[src/rtl/lat_mon_pkg.sv]
package lat_mon_pkg;
  // Link-level measurement phase
  typedef enum logic [1:0] {
    PH_HELD  = 2'd0,  // request asserted, nothing counts
    PH_ARMED = 2'd1,  // released, waiting for a multiframe boundary
    PH_COUNT = 2'd2   // elapsed time is advancing
  } link_phase_e;
endpackage

[src/rtl/lat_mf_timer.sv]
module lat_mf_timer
  import lat_mon_pkg::*;
#(
  parameter int unsigned MF_W  = 8,
  parameter int unsigned OCT_W = 10,
  parameter int unsigned LEN_W = 14,
  parameter int unsigned BEAT  = 4
) (
  input  logic             clk,
  input  logic             rst_n,
  input  logic             sync_n,
  input  logic             lmfc_pulse,
  input  logic [LEN_W-1:0] mf_len,
  output logic             counting,
  output logic             sat_hit,
  output logic [MF_W-1:0]  mf_cnt,
  output logic [OCT_W-1:0] oct_cnt
);
  localparam logic [MF_W-1:0] MF_MAX = '1;

  link_phase_e      phase_q, phase_d;
  logic [MF_W-1:0]  mf_q, mf_d;
  logic [OCT_W-1:0] oct_q, oct_d;
  logic [LEN_W-1:0] oct_sum;
  logic             start;

  always_comb begin
    start    = sync_n && lmfc_pulse && (phase_q != PH_COUNT);
    counting = sync_n && ((phase_q == PH_COUNT) || start);
    sat_hit  = counting && (mf_q == MF_MAX);
    oct_sum  = LEN_W'(oct_q) + LEN_W'(BEAT);
    phase_d  = phase_q;
    mf_d     = mf_q;
    oct_d    = oct_q;
    if (!sync_n) begin
      phase_d = PH_HELD;
      mf_d    = '0;
      oct_d   = '0;
    end else if (counting) begin
      phase_d = PH_COUNT;
      if (!sat_hit) begin
        if (oct_sum >= mf_len) begin
          oct_d = '0;
          mf_d  = mf_q + 1'b1;
        end else begin
          oct_d = OCT_W'(oct_sum);
        end
      end
    end else begin
      phase_d = PH_ARMED;
    end
  end

  always_ff @(posedge clk or negedge rst_n) begin
    if (!rst_n) begin
      phase_q <= PH_HELD;
      mf_q    <= '0;
      oct_q   <= '0;
    end else begin
      phase_q <= phase_d;
      mf_q    <= mf_d;
      oct_q   <= oct_d;
    end
  end

  assign mf_cnt  = mf_q;
  assign oct_cnt = oct_q;
endmodule

[src/rtl/lat_lane_cap.sv]
module lat_lane_cap #(
  parameter int unsigned MF_W  = 8,
  parameter int unsigned OCT_W = 10
) (
  input  logic             clk,
  input  logic             rst_n,
  input  logic             sync_n,
  input  logic             counting,
  input  logic             sat_hit,
  input  logic             ila,
  input  logic [MF_W-1:0]  mf_in,
  input  logic [OCT_W-1:0] oct_in,
  output logic             valid,
  output logic             sat,
  output logic [MF_W-1:0]  mf_out,
  output logic [OCT_W-1:0] oct_out
);
  logic pending;
  assign pending = counting && !valid && !sat;

  always_ff @(posedge clk or negedge rst_n) begin
    if (!rst_n) begin
      valid   <= 1'b0;
      sat     <= 1'b0;
      mf_out  <= '0;
      oct_out <= '0;
    end else if (!sync_n) begin
      valid   <= 1'b0;
      sat     <= 1'b0;
      mf_out  <= '0;
      oct_out <= '0;
    end else if (pending) begin
      if (sat_hit) begin
        sat <= 1'b1;
      end else if (ila) begin
        valid   <= 1'b1;
        mf_out  <= mf_in;
        oct_out <= oct_in;
      end
    end
  end
endmodule

[src/rtl/lane_latency_mon.sv]
module lane_latency_mon #(
  parameter int unsigned NUM_LANES = 2,
  parameter int unsigned MF_W      = 8,
  parameter int unsigned OCT_W     = 10,
  parameter int unsigned BEAT      = 4,
  parameter int unsigned F_W       = 8,
  parameter int unsigned K_W       = 6
) (
  input  logic                       clk,
  input  logic                       rst_n,
  input  logic                       sync_n_i,
  input  logic                       lmfc_pulse_i,
  input  logic [NUM_LANES-1:0]       ila_start_i,
  input  logic [F_W-1:0]             cfg_octets_per_frame_i,
  input  logic [K_W-1:0]             cfg_frames_per_mf_i,
  output logic [NUM_LANES*MF_W-1:0]  lat_mf_o,
  output logic [NUM_LANES*OCT_W-1:0] lat_oct_o,
  output logic [NUM_LANES-1:0]       lat_valid_o,
  output logic [NUM_LANES-1:0]       lat_sat_o
);
  localparam int unsigned LEN_W = F_W + K_W;

  logic [LEN_W-1:0] mf_len;
  logic             counting, sat_hit;
  logic [MF_W-1:0]  mf_cnt;
  logic [OCT_W-1:0] oct_cnt;

  assign mf_len = LEN_W'(cfg_octets_per_frame_i) * LEN_W'(cfg_frames_per_mf_i);

  lat_mf_timer #(
    .MF_W (MF_W),
    .OCT_W(OCT_W),
    .LEN_W(LEN_W),
    .BEAT (BEAT)
  ) u_timer (
    .clk       (clk),
    .rst_n     (rst_n),
    .sync_n    (sync_n_i),
    .lmfc_pulse(lmfc_pulse_i),
    .mf_len    (mf_len),
    .counting  (counting),
    .sat_hit   (sat_hit),
    .mf_cnt    (mf_cnt),
    .oct_cnt   (oct_cnt)
  );

  for (genvar g = 0; g < NUM_LANES; g++) begin : g_lane
    lat_lane_cap #(
      .MF_W (MF_W),
      .OCT_W(OCT_W)
    ) u_cap (
      .clk     (clk),
      .rst_n   (rst_n),
      .sync_n  (sync_n_i),
      .counting(counting),
      .sat_hit (sat_hit),
      .ila     (ila_start_i[g]),
      .mf_in   (mf_cnt),
      .oct_in  (oct_cnt),
      .valid   (lat_valid_o[g]),
      .sat     (lat_sat_o[g]),
      .mf_out  (lat_mf_o[g*MF_W +: MF_W]),
      .oct_out (lat_oct_o[g*OCT_W +: OCT_W])
    );
  end
endmodule

[config.mk]
export PLATFORM = sky130hd
export DESIGN_NAME = lane_latency_mon
export DESIGN_NICKNAME = d
export VERILOG_FILES = /design/src/rtl/lat_mon_pkg.sv /design/src/rtl/lat_mf_timer.sv /design/src/rtl/lat_lane_cap.sv /design/src/rtl/lane_latency_mon.sv
export SDC_FILE = /design/constraint.sdc
export NUM_CORES = 1
export LEC_CHECK = 0
export BUFFER_PORTS_ARGS = -buffer_cell sky130_fd_sc_hd__buf_2
export CORE_ASPECT_RATIO = 1.5
export CORE_MARGIN = 2
export CORE_UTILIZATION = 45
export CTS_CLUSTER_SIZE = 40
export DETAILED_ROUTE_END_ITERATION = 8
export GPL_TIMING_DRIVEN = 0
export MAX_ROUTING_LAYER = met4
export PLACE_DENSITY_LB_ADDON = 0.25
export SETUP_SLACK_MARGIN = 0.4
export SLEW_MARGIN = 20
export SYNTH_ARGS = -nofsm -noshare
export SYNTH_HDL_FRONTEND = slang
export SYNTH_HIERARCHICAL = 1
export SYNTH_SLANG_ARGS = --single-unit
export TNS_END_PERCENT = 20
[constraint.sdc]
create_clock -name clk -period 4.1 [get_ports clk]
set_clock_uncertainty 0.2 [all_clocks]
set_input_delay 0.82 -clock clk [delete_from_list [all_inputs] [get_ports clk]]
set_output_delay 0.82 -clock clk [all_outputs]
set_load 0.02 [all_outputs]
==> results.py <==
metrics = {
    "outcome": {
        "outcome": "finished, violations left",
        "violations": "setup timing",
    },
    "finish": {
        "final_common_cell": "dfrtp_1",
        "fin_cells": 627,
        "area_delta_synth_final_pct": 25.7,
        "final_core_util_pct": 57.4,
        "num-nets-final": 585,
        "diodes": 0,
        "final_layout_size_suffix_gt1_share_pct": 29.9,
        "layout_common_cells": "58 x dfrtp_1, 51 x inv_1, 46 x buf_2",
        "finalInstanceArea_um2": 5470,
    },
    "die": {
        "start_util_pct": 45.7,
        "die_area_um2": 10500,
        "rows": 44,
        "io_pins": 60,
        "die_w_um": 84.3,
        "die_h_um": 124,
        "fp.coreArea_um2": 9520,
    },
    "critical_path": {
        "rr_worst_depth": 12,
        "worst_r2r_endpoint": "u_timer/mf_cnt[0]$_DFFE_PN0P_",
        "timing.rr.start": "u_timer/oct_cnt[2]$_DFFE_PN0P_",
        "startpoint_type": "input port",
        "worstPathMaxFanout": 6,
        "worstSetupPathType": "in -> reg",
        "cp.required_ps": 4140,
        "rrSetupSlack_ps": 820,
        "end_kind": "flop",
        "cp.arrival_ps": 5250,
    },
    "yosys": {
        "netlist_area_um2": 4350,
        "ys_seq_area_share_pct": 33.3,
        "synth_cells": 429,
        "synth_edf_count": 0,
        "ys_warn_count": 6,
        "synth-main-ff-cell": "dfrtp_1",
        "synth_compound_area_share_pct": 18.2,
        "synthMuxAreaShare_pct": 0.230,
        "synth_cell_types": 61,
        "syn_avg_cell_area_um2": 10.1,
        "synthArstFlopShare_pct": 100,
        "synthAdderAreaFrac_pct": 21.0,
        "synth_top_family_by_area": "adder cells",
        "ys_ff_latch": 58,
        "yosys.area_share.simple_pct": 17.1,
        "synthXorXnorAreaFrac_pct": 2.61,
    },
    "power": {
        "p_leak_nw": 2.71,
        "p_per_area_nw_per_um2": 387,
        "peakVddDrop_mv": 0.403,
    },
    "job": {
        "maxCapViolCount": 0,
    },
    "detailed_routing": {
        "ant_nets": 0,
        "routed_via_density": 5.57,
        "wl_per_cell_um": 16.0,
        "drc": 0,
        "totalWireLength_um": 10000,
        "vias": 3492,
        "drt_iter0_drc": 196,
        "dr.pass1.iters": 4,
    },
    "grt": {
        "grt_use_total_pct": 20.3,
        "grt_pass1_wl_um": 17100,
        "grt_max_degree": 59,
        "grt_pass1_vias": 3602,
        "grt_antenna_before_repair": 0,
        "grt_overflow": 0,
    },
    "placed_design": {
        "dpl_cell_area_um2": 4880,
        "gp_congestion": 0.845,
        "dp_cells": 604,
        "portBuffers": 59,
        "hpwlAfterDp_um": 7490,
    },
    "clock_tree": {
        "root_buffer": "clkbuf_16",
        "h-tree-depth": 3,
        "cts_buffers": 9,
        "cts_max_path_buffers": 2,
        "cts.sink_count": 58,
        "clkTransAtPathRegs_ps": 50,
        "cts_tree": "done",
        "clk_latency_ps": 320,
    },
    "sta": {
        "max-slew-margin-rel_pct": 52.1,
        "fmax_mhz": 192,
        "setup_viol": 16,
        "report.final.hold_viol_count": 0,
        "setup_slack_ps": -1110,
        "rsz0062_at_grt": "yes",
        "final.min_clock_period_ps": 5210,
        "whs_ps": 288,
        "drv_slew": 0,
        "tightest_slew_ps": 718,
        "fin_crit_sh_pct": 127,
    },
    "worst_hold_path": {
        "hold_start": "g_lane[1].u_cap/mf_out[7]$_DFFE_PN0P_",
        "min_path_cells": 1,
        "hold_end": "g_lane[1].u_cap/mf_out[7]$_DFFE_PN0P_",
        "min_path_type": "reg -> reg",
    },
}
## per-stage QoR
step | power [mW] | setup TNS, ps | worst slack [ps]
5_1_grt | 2.27 | -19310 | -1300
2_1_floorplan | 1.21 | -16220 | -1070
6_report | 2.12 | -16690 | -1110
3_3_place_gp | 1.36 | -23640 | -1550
4_1_cts | 2.11 | -15970 | -1040
3_5_place_dp | 1.39 | -24520 | -1620
## area by class of cell
type,count,area (um^2)
clock inverters,6,32.5
well taps,115,144
plain buffers,14,124
flip-flops and latches,58,1450
clock buffers,10,239
repair buffers,66,484
inverters,56,210
multi-input cells,302,2790
fillers,817,4050
## per-layer routing
layer / wire (um) / part of all wire, % / vias up / GRT usage [%]
met3: 262 / 2.6 / 14 / 2.45
met4: 170 / 1.7 / 0 / 7.78
met1: 4010 / 40 / 1737 / 23.6
met5: 0 / 0 / - / -
met2: 5560 / 56 / 85 / 35.6
li1: - / - / 1656 / -
## worst max path at each step
stage,startpoint,endpoint,slack (ps),depth (start not counted)
floorplan,cfg_frames_per_mf_i[3],u_timer/mf_cnt[0]$_DFFE_PN0P_,-1070,18
global placement,cfg_frames_per_mf_i[3],u_timer/oct_cnt[9]$_DFFE_PN0P_,-1550,20
detailed placement,cfg_frames_per_mf_i[2],u_timer/oct_cnt[9]$_DFFE_PN0P_,-1620,22
CTS,cfg_octets_per_frame_i[3],u_timer/mf_cnt[0]$_DFFE_PN0P_,-1040,19
global route,cfg_frames_per_mf_i[5],u_timer/mf_cnt[0]$_DFFE_PN0P_,-1300,18
finish,cfg_octets_per_frame_i[3],u_timer/mf_cnt[0]$_DFFE_PN0P_,-1110,19
## state kept, by name (all words and copies together) (netlist names)
register,cells
g_lane.u_cap/oct_out,20
g_lane.u_cap/mf_out,16
u_timer/mf_cnt,8
u_timer/oct_cnt,8
g_lane.u_cap/sat,2
g_lane.u_cap/valid,2
u_timer/phase_q,2
## power by group
group / switching (mW) / internal (mW)
Sequential: 0.0313 / 0.592
Combinational: 0.430 / 0.401
Clock: 0.245 / 0.418
## worst max-delay path, cell delays in order
cell,delay [ps]
buf_8,110
and2_4,150
fa_1,490
fa_1,510
inv_1,50
fa_1,480
inv_2,40
ha_4,230
and3_4,170
a211oi_4,220
nand2b_1,140
a31oi_2,180
xnor2_1,90
or3_4,330
or2_4,280
or3_4,450
buf_8,170
a21oi_4,140
mux2i_1,190
## timing repair
| item | 4_1_cts | 5_1_grt |
|---|---|---|
| cloned | 0 | 1 |
| pin swaps | 9 | 19 |
| hold buffers | 0 | 0 |
| setup buffers | 4 | 2 |
| resized for setup | 32 | 37 |
| endpoints found under the setup margin | 16 | 16 |
## Yosys cell counts, types with 3 or more instances
| cell type | n | area, um^2 |
|---|---|---|
| a21o_1 | 3 | 22.5 |
| a21oi_1 | 8 | 40.0 |
| a22o_1 | 36 | 315 |
| a31oi_1 | 4 | 25.0 |
| a41oi_2 | 3 | 48.8 |
| and2_1 | 25 | 156 |
| and3_1 | 6 | 37.5 |
| buf_4 | 4 | 30.0 |
| buf_6 | 3 | 33.8 |
| clkbuf_1 | 3 | 11.3 |
| dfrtp_1 | 58 | 1450 |
| fa_1 | 25 | 500 |
| ha_1 | 33 | 413 |
| inv_1 | 56 | 210 |
| nand2_1 | 47 | 176 |
| nand2b_1 | 4 | 25.0 |
| nand3_1 | 13 | 65.1 |
| nand4_1 | 8 | 50.1 |
| nor2_1 | 4 | 15.0 |
| nor3_1 | 5 | 25.0 |
| o211ai_1 | 4 | 30.0 |
| o21a_1 | 5 | 37.5 |
| o21ai_0 | 7 | 35.0 |
| o22ai_1 | 4 | 25.0 |
| xnor2_1 | 8 | 70.1 |
| xor2_1 | 5 | 43.8 |
## cell families (layout without fill, tap and decap cells)
family	after synthesis	after routing
multiplexers	1	1
flip-flops	58	58
adder cells (fa/ha/maj)	58	58
AND/OR/NAND/NOR	134	134
XOR/XNOR	13	13
buffers and inverters	70	152
AO/OA/AOI/OAI	94	94
other	1	2
Power figures use the tool's default switching activity.
